`src/rtl/wdk_pkg.sv`:
```
package wdk_pkg;
   // byte offsets of the register words
   localparam logic [7:0] OFF_COUNT   = 8'h00;
   localparam logic [7:0] OFF_RELOAD  = 8'h04;
   localparam logic [7:0] OFF_RESTART = 8'h08;
   localparam logic [7:0] OFF_CTRL    = 8'h0C;
   localparam logic [7:0] OFF_WIDTH   = 8'h18;
   localparam logic [7:0] OFF_MASK    = 8'h1C;

   localparam logic [15:0] RESTART_KEY = 16'h4755;
   localparam int          CTRL_W      = 6;
   localparam int          CTRL_EN     = 0;
   localparam int          CTRL_SLOW   = 4;

   typedef enum logic [7:0] {
      OPT_POL_SET = 8'hA5,
      OPT_POL_CLR = 8'h5A,
      OPT_DRV_SET = 8'hA8,
      OPT_DRV_CLR = 8'h8A
   } opt_key_e;
endpackage

```
`src/rtl/wdk_counter.sv`:
```
module wdk_counter #(
   parameter int              CNT_W     = 32,
   parameter logic [CNT_W-1:0] CNT_INIT = '0
) (
   input  logic             clk,
   input  logic             rst_n,
   input  logic             load,
   input  logic             arm,
   input  logic             halt,
   input  logic [CNT_W-1:0] reload_val,
   input  logic             tick,
   input  logic             mem_hold,
   output logic [CNT_W-1:0] count,
   output logic             clr_ctrl,
   output logic             rst_req
);
   logic running;
   logic fire;

   assign fire     = running && tick && !load && !halt && (count <= CNT_W'(1));
   assign clr_ctrl = fire && mem_hold;

   always_ff @(posedge clk or negedge rst_n) begin
      if (!rst_n) begin
         count   <= CNT_INIT;
         running <= 1'b0;
         rst_req <= 1'b0;
      end else begin
         rst_req <= fire && !mem_hold;
         if (load || arm || halt) begin
            if (load) count <= reload_val;
            if (arm)  running <= 1'b1;
            if (halt) running <= 1'b0;
         end else if (fire) begin
            count   <= '0;
            running <= 1'b0;
         end else if (running && tick) begin
            count <= count - CNT_W'(1);
         end
      end
   end

   AST_PULSE_ONE: assert property (@(posedge clk) disable iff (!rst_n)
      rst_req |=> !rst_req);
   AST_STOPPED_AT_ZERO: assert property (@(posedge clk) disable iff (!rst_n)
      rst_req |-> (!running && count == '0));
   AST_FROZEN: assert property (@(posedge clk) disable iff (!rst_n)
      (!running && !load) |=> $stable(count));
   AST_STEP_ONE: assert property (@(posedge clk) disable iff (!rst_n)
      (running && tick && !load && !halt && count > CNT_W'(1)) |=> (count == $past(count) - CNT_W'(1)));
endmodule

```
`src/rtl/wdk_regs.sv`:
```
module wdk_regs
   import wdk_pkg::*;
#(
   parameter int               ADDR_W      = 5,
   parameter int               CNT_W       = 32,
   parameter int               PW_W        = 20,
   parameter logic [CNT_W-1:0] RELOAD_INIT = '0
) (
   input  logic             clk,
   input  logic             rst_n,
   input  logic             bus_wr,
   input  logic [ADDR_W-1:0] bus_addr,
   input  logic [31:0]      bus_wdata,
   output logic [31:0]      bus_rdata,
   input  logic [CNT_W-1:0] count_val,
   input  logic             clr_ctrl,
   output logic [CNT_W-1:0] reload_val,
   output logic             slow_tick_sel,
   output logic             load,
   output logic             arm,
   output logic             halt
);
   localparam int PAD_W = 30 - PW_W;

   initial begin
      assert (PW_W >= 8 && PW_W <= 30) else $error("PW_W out of range");
      assert (CNT_W >= 2 && CNT_W <= 32) else $error("CNT_W out of range");
      assert (ADDR_W >= 5) else $error("ADDR_W too small for the map");
   end

   logic [CNT_W-1:0]  reload_q;
   logic [CTRL_W-1:0] ctrl_q;
   logic [PW_W-1:0]   pw_q;
   logic              pol_q, drv_q;
   logic [31:0]       mask_q;
   logic [31:0]       width_rd;

   logic aligned;
   logic sel_reload, sel_restart, sel_ctrl, sel_width, sel_mask;
   logic key_ok, ctrl_flip;
   opt_key_e opt;

   assign aligned     = (bus_addr[1:0] == 2'b00);
   assign sel_reload  = bus_wr && aligned && (bus_addr == ADDR_W'(OFF_RELOAD));
   assign sel_restart = bus_wr && aligned && (bus_addr == ADDR_W'(OFF_RESTART));
   assign sel_ctrl    = bus_wr && aligned && (bus_addr == ADDR_W'(OFF_CTRL));
   assign sel_width   = bus_wr && aligned && (bus_addr == ADDR_W'(OFF_WIDTH));
   assign sel_mask    = bus_wr && aligned && (bus_addr == ADDR_W'(OFF_MASK));

   assign key_ok    = sel_restart && (bus_wdata[15:0] == RESTART_KEY);
   assign ctrl_flip = sel_ctrl && (bus_wdata[CTRL_EN] != ctrl_q[CTRL_EN]);
   assign load      = (ctrl_flip && bus_wdata[CTRL_EN]) || key_ok;
   assign arm       = (ctrl_flip && bus_wdata[CTRL_EN]) || (key_ok && ctrl_q[CTRL_EN]);
   assign halt      = ctrl_flip && !bus_wdata[CTRL_EN];
   assign opt       = opt_key_e'(bus_wdata[31:24]);

   assign reload_val    = reload_q;
   assign slow_tick_sel = ctrl_q[CTRL_SLOW];

   always_ff @(posedge clk or negedge rst_n) begin
      if (!rst_n) begin
         reload_q <= RELOAD_INIT;
         ctrl_q   <= '0;
         pw_q     <= PW_W'(8'hFF);
         pol_q    <= 1'b0;
         drv_q    <= 1'b0;
         mask_q   <= '0;
      end else begin
         if (sel_reload) reload_q <= bus_wdata[CNT_W-1:0];
         if (sel_mask)   mask_q   <= bus_wdata;
         if (ctrl_flip)     ctrl_q <= bus_wdata[CTRL_W-1:0];
         else if (clr_ctrl) ctrl_q <= '0;
         if (sel_width) begin
            pw_q <= bus_wdata[PW_W-1:0];
            case (opt)
               OPT_POL_SET: pol_q <= 1'b1;
               OPT_POL_CLR: pol_q <= 1'b0;
               OPT_DRV_SET: drv_q <= 1'b1;
               OPT_DRV_CLR: drv_q <= 1'b0;
               default: ;
            endcase
         end
      end
   end

   generate
      if (PAD_W > 0) begin : g_pad
         assign width_rd = {pol_q, drv_q, {PAD_W{1'b0}}, pw_q};
      end else begin : g_nopad
         assign width_rd = {pol_q, drv_q, pw_q};
      end
   endgenerate

   always_comb begin
      bus_rdata = '0;
      if (aligned) begin
         case (bus_addr)
            ADDR_W'(OFF_COUNT):  bus_rdata = 32'(count_val);
            ADDR_W'(OFF_RELOAD): bus_rdata = 32'(reload_q);
            ADDR_W'(OFF_CTRL):   bus_rdata = 32'(ctrl_q);
            ADDR_W'(OFF_WIDTH):  bus_rdata = width_rd;
            ADDR_W'(OFF_MASK):   bus_rdata = mask_q;
            default:             bus_rdata = '0;
         endcase
      end
   end

   AST_CTRL_DISCARD: assert property (@(posedge clk) disable iff (!rst_n)
      (sel_ctrl && (bus_wdata[CTRL_EN] == ctrl_q[CTRL_EN]) && !clr_ctrl) |=> $stable(ctrl_q));
   AST_OPT_KEEP: assert property (@(posedge clk) disable iff (!rst_n)
      (sel_width && !(bus_wdata[31:24] inside {8'hA5, 8'h5A, 8'hA8, 8'h8A})) |=> ($stable(pol_q) && $stable(drv_q)));
   AST_NO_LOAD_BAD_KEY: assert property (@(posedge clk) disable iff (!rst_n)
      (sel_restart && bus_wdata[15:0] != RESTART_KEY) |-> !load);
endmodule

```
`src/rtl/wdk_top.sv`:
```
module wdk_top #(
   parameter int               ADDR_W      = 5,
   parameter int               CNT_W       = 32,
   parameter int               PW_W        = 20,
   parameter logic [CNT_W-1:0] RELOAD_INIT = CNT_W'(32'h03EF1480)
) (
   input  logic              clk,
   input  logic              rst_n,
   input  logic              bus_wr,
   input  logic [ADDR_W-1:0] bus_addr,
   input  logic [31:0]       bus_wdata,
   output logic [31:0]       bus_rdata,
   input  logic              tick_1mhz,
   input  logic              mem_in_reset,
   output logic              rst_req
);
   logic [CNT_W-1:0] count_val, reload_val;
   logic slow_sel, load, arm, halt, clr_ctrl, tick;

   assign tick = slow_sel ? tick_1mhz : 1'b1;

   wdk_regs #(.ADDR_W(ADDR_W), .CNT_W(CNT_W), .PW_W(PW_W), .RELOAD_INIT(RELOAD_INIT)) u_regs (
      .clk(clk), .rst_n(rst_n), .bus_wr(bus_wr), .bus_addr(bus_addr),
      .bus_wdata(bus_wdata), .bus_rdata(bus_rdata), .count_val(count_val),
      .clr_ctrl(clr_ctrl), .reload_val(reload_val), .slow_tick_sel(slow_sel),
      .load(load), .arm(arm), .halt(halt));

   wdk_counter #(.CNT_W(CNT_W), .CNT_INIT(RELOAD_INIT)) u_cnt (
      .clk(clk), .rst_n(rst_n), .load(load), .arm(arm), .halt(halt),
      .reload_val(reload_val), .tick(tick), .mem_hold(mem_in_reset),
      .count(count_val), .clr_ctrl(clr_ctrl), .rst_req(rst_req));
endmodule

```
`config.mk`:
```
export PLATFORM = sky130hd
export DESIGN_NAME = wdk_top
export DESIGN_NICKNAME = d
export VERILOG_FILES = /design/src/rtl/wdk_pkg.sv /design/src/rtl/wdk_counter.sv /design/src/rtl/wdk_regs.sv /design/src/rtl/wdk_top.sv
export SDC_FILE = /design/constraint.sdc
export NUM_CORES = 1
export LEC_CHECK = 0
export ABC_AREA = 1
export BUFFER_PORTS_ARGS = -buffer_cell sky130_fd_sc_hd__buf_2
export CELL_PAD_IN_SITES_DETAIL_PLACEMENT = 1
export CELL_PAD_IN_SITES_GLOBAL_PLACEMENT = 1
export CORE_MARGIN = 1
export CORE_UTILIZATION = 40
export CTS_BUF_LIST = sky130_fd_sc_hd__clkbuf_4
export DETAILED_ROUTE_END_ITERATION = 10
export PLACE_DENSITY = 0.89
export REMOVE_ABC_BUFFERS = 1
export SYNTH_ARGS = -nofsm -noshare
export SYNTH_HDL_FRONTEND = slang
export SYNTH_SLANG_ARGS = --single-unit
```
`constraint.sdc`:
```
create_clock -name clk -period 1.7 [get_ports clk]
set_input_delay 0.17 -clock clk [delete_from_list [all_inputs] [get_ports clk]]
set_output_delay 0.17 -clock clk [all_outputs]
set_load 0.02 [all_outputs]
```
==> flow_metrics.env <==
export IMPL_htreeDepth=4
export IMPL_crit_type="flop to flop"
export IMPL_startpoint_type="flop"
export IMPL_clock_fmax_ghz=0.433
export IMPL_hold_viol=0
export IMPL_required_ns=2.18
export IMPL_gp_congestion=0.880
export IMPL_antenna_found_initial=2
export IMPL_max_cap_violations=0
export IMPL_setup_ws_ns=-0.612
export IMPL_drv_slew=0
export IMPL_synth_cells=1031
export IMPL_die_w_um=137
export IMPL_viasPerCell=6.25
export IMPL_wl_per_cell_um=26.4
export IMPL_synth_xor_area_share_pct=1.08
export IMPL_clk_pin_slew_ns=0.13
export IMPL_use_met1_pct=39.1
export IMPL_p_leak_uw=0.00500
export IMPL_io_pins=75
export IMPL_firstDrtPassIters=5
export IMPL_clock_path_buffers=2
export IMPL_die_h_um=137
export IMPL_synth_area_mux_share_pct=0
export IMPL_synth_adder_area_share_pct=0.342
export IMPL_grt_usage_pct=34.0
export IMPL_grt_util_met3_pct=6.70
export IMPL_status="complete, but fails checks"
export IMPL_clock_sinks=126
export IMPL_layout_drive_gt1_share_pct=34.7
export IMPL_clock_skew_ns=0.0362
export IMPL_p_per_area_nw_per_um2=1450
export IMPL_dieArea_um2=18900
export IMPL_rsz0062_at_grt="yes"
export IMPL_r2r_start="u_cnt.count[7]"
export IMPL_syn_to_final_growth_pct=40.1
export IMPL_synth_area_per_cell_um2=7.10
export IMPL_synth_cell_types=37
export IMPL_synthSimpleGateAreaFrac_pct=34.6
export IMPL_critPathCaptureType="flop"
export IMPL_yosys_top_cells_area="dfrtp_1 (32%), nand2_1 (20%), dfstp_2 (11%), o21ai_0 (6.1%), nor2_1 (5.9%)"
export IMPL_initialDrtViolationCount=1033
export IMPL_io_buffers=74
export IMPL_final_core_util_pct=57.1
export IMPL_totalPowerFinal_uw=14900
export IMPL_finalSetupViolCount=71
export IMPL_min_period_ns=2.31
export IMPL_hold_class="input pin to async pin"
export IMPL_tritoncts="done"
export IMPL_slew_headroom_pct=64.8
export IMPL_drc=0
export IMPL_vias=9266
export IMPL_clock_latency_ns=0.60
export IMPL_crit_arrival_ns=2.79
export IMPL_ys_ff_latch=126
export IMPL_path_max_fanout=4
export IMPL_drtAntennaViolNets=0
export IMPL_synth_top_area_share_pct=32.1
export IMPL_wirelength_mm=39.1
export IMPL_synth_compound_area_share_pct=12.0
export IMPL_grt_pass1_vias=9020
export IMPL_ys_warn_count=0
export IMPL_violations="negative setup slack"
export IMPL_cts_root_buf="clkbuf_4"
export IMPL_period_share_pct=136
export IMPL_num_nets_final=1283
export IMPL_critPathLaunch="u_cnt.count[7]"
export IMPL_synth_seq_area_share_pct=43.6
export IMPL_tightest_slew_ns=0.526
export IMPL_fillers=2256
export IMPL_hpwl_mm=18.5
export IMPL_grt_pass1_wl_mm=48.1
export IMPL_syn_area_um2=7320
export IMPL_cts_buffers=17
export IMPL_vdd_drop_max_v=0.000732
export IMPL_fin_setup_tns_ns=-16.17
export IMPL_use_met2_pct=59.0
export IMPL_grt_max_degree=57
export IMPL_core_um2=18000
export IMPL_busiest_layer="met2"
export IMPL_holdWs_ns=0.0236
export IMPL_start_util_pct=40.8
export IMPL_row_count=49
export IMPL_overflow=0
export IMPL_yosys_area_top_type="dfrtp_1"
export IMPL_synth_top_family_by_area="simple AND/OR/NAND/NOR gates"
-- final timing paths --
path                                              end  slack, ns  depth (start not counted)
worst max-delay path                  u_cnt.count[26]      -0.61                          9
worst min-delay path                u_regs.mask_q[10]       0.02                          2
worst max register to register        u_cnt.count[26]      -0.61                          9
worst min register to register  u_regs.reload_val[24]       0.50                          2
max in group asynchronous              u_regs.pw_q[2]       0.95                          3
min in group clk                 u_regs.reload_val[8]       0.05                          4
-- where the power goes --
part	leakage (µW)	internal, µW	switching [µW]
registers	0.00155	3860	666
clock network	0.000164	1080	1280
logic	0.00328	2930	5100
total	0.00500	7870	7050
-- stage by stage --
step                      area, µm²  std cells  worst slack, ns
after floorplan                7090        990           -0.536
after global placement         8500       1374        -0.000107
after detailed placement       8500       1374          -0.0868
after CTS                      9580       1461           -0.173
after global routing          10300       1482           -0.617
final                         10300       1482           -0.612
-- critical path, stage by stage, from the launching register on --
cell and delay (ns):
dfstp_2 0.41, buf_4 0.17, nor2_4 0.19, nand2_2 0.13
nor2_1 0.44, nand2_1 0.31, nor3_1 0.33, nor2_1 0.09
nand2_2 0.08, a21oi_2 0.05
-- synthesized netlist by cell type --
cell type,count
o21ai_0,89
inv_2,6
nor3_1,7
o221ai_1,6
nand2_2,3
o32a_1,1
nor2_4,2
nand3b_1,2
o2111ai_1,14
nand2_1,387
a21boi_0,2
clkbuf_1,23
buf_6,7
a221oi_1,6
buf_4,5
clkinv_1,2
xor2_1,9
inv_1,88
o211ai_1,4
a21oi_1,12
nor2_2,6
a21oi_2,9
inv_4,3
nor2_1,116
buf_2,5
nand4_1,11
dfrtp_1,94
nand3_1,66
nand3_2,4
nand2_4,2
nand3_4,1
buf_1,1
ha_1,2
nor2_8,1
nand2_8,1
o22ai_1,2
dfstp_2,32
-- state kept, by name (all words and copies together), names as in the netlist --
signal / count
u_cnt.count: 32
u_regs.mask_q: 32
u_regs.reload_val: 32
u_regs.pw_q: 20
u_regs.ctrl_q: 6
u_cnt.rst_req: 1
u_cnt.running: 1
u_regs.drv_q: 1
u_regs.pol_q: 1
-- timing repair --
action                     4_1_cts  5_1_grt
gates cloned                     1        1
hold buffers                    33        0
setup buffers                   21       19
resized for setup              100      152
hold endpoints to repair       192        0
setup endpoints to repair       63       72
pin swaps                       19       37
-- placed cells by master (no fill, tap or decap), drive strengths merged --
cell type and count:
clkbuf 22, ha 2, nand3b 2, a221oi 6
dlygate4sd3 33, nand3 71, dfrtp 94, o221ai 6
o32a 1, o22ai 2, a21boi 2, o211ai 4
bufinv 3, nor3 7, nor2 125, diode 1
buf 197, dfstp 32, clkinv 9, xor2 9
o2111ai 14, nand2 393, nand4 11, inv 97
a21oi 21, o21ai 89
-- layout make-up --
type                    instances  area [µm²]  share of cell area, %
repair buffers                230        1970                   19.2
diodes                          1        2.50                 0.0244
inverters                      99         394                   3.84
clock buffers                  22         165                   1.61
well taps                     229         287                   2.79
clock inverters                10         121                   1.18
multi-input cells             765        4130                   40.2
flip-flops and latches        126        3190                   31.1
-- cell families after synthesis --
| kind of cell | after synthesis |
|---|---|
| adder cells (fa/ha/maj) | 2 |
| flip-flops | 126 |
| AO/OA/AOI/OAI | 145 |
| buffers and inverters | 140 |
| AND/OR/NAND/NOR | 609 |
| XOR/XNOR | 9 |
-- metal layers --
layer  share of wire, %  wire length (µm)
met3                 10              4010
met4                8.0              3150
met5              0.028                11
met2                 46             18000
met1                 36             13900
Note: power is estimated with default switching activity, not from simulation.
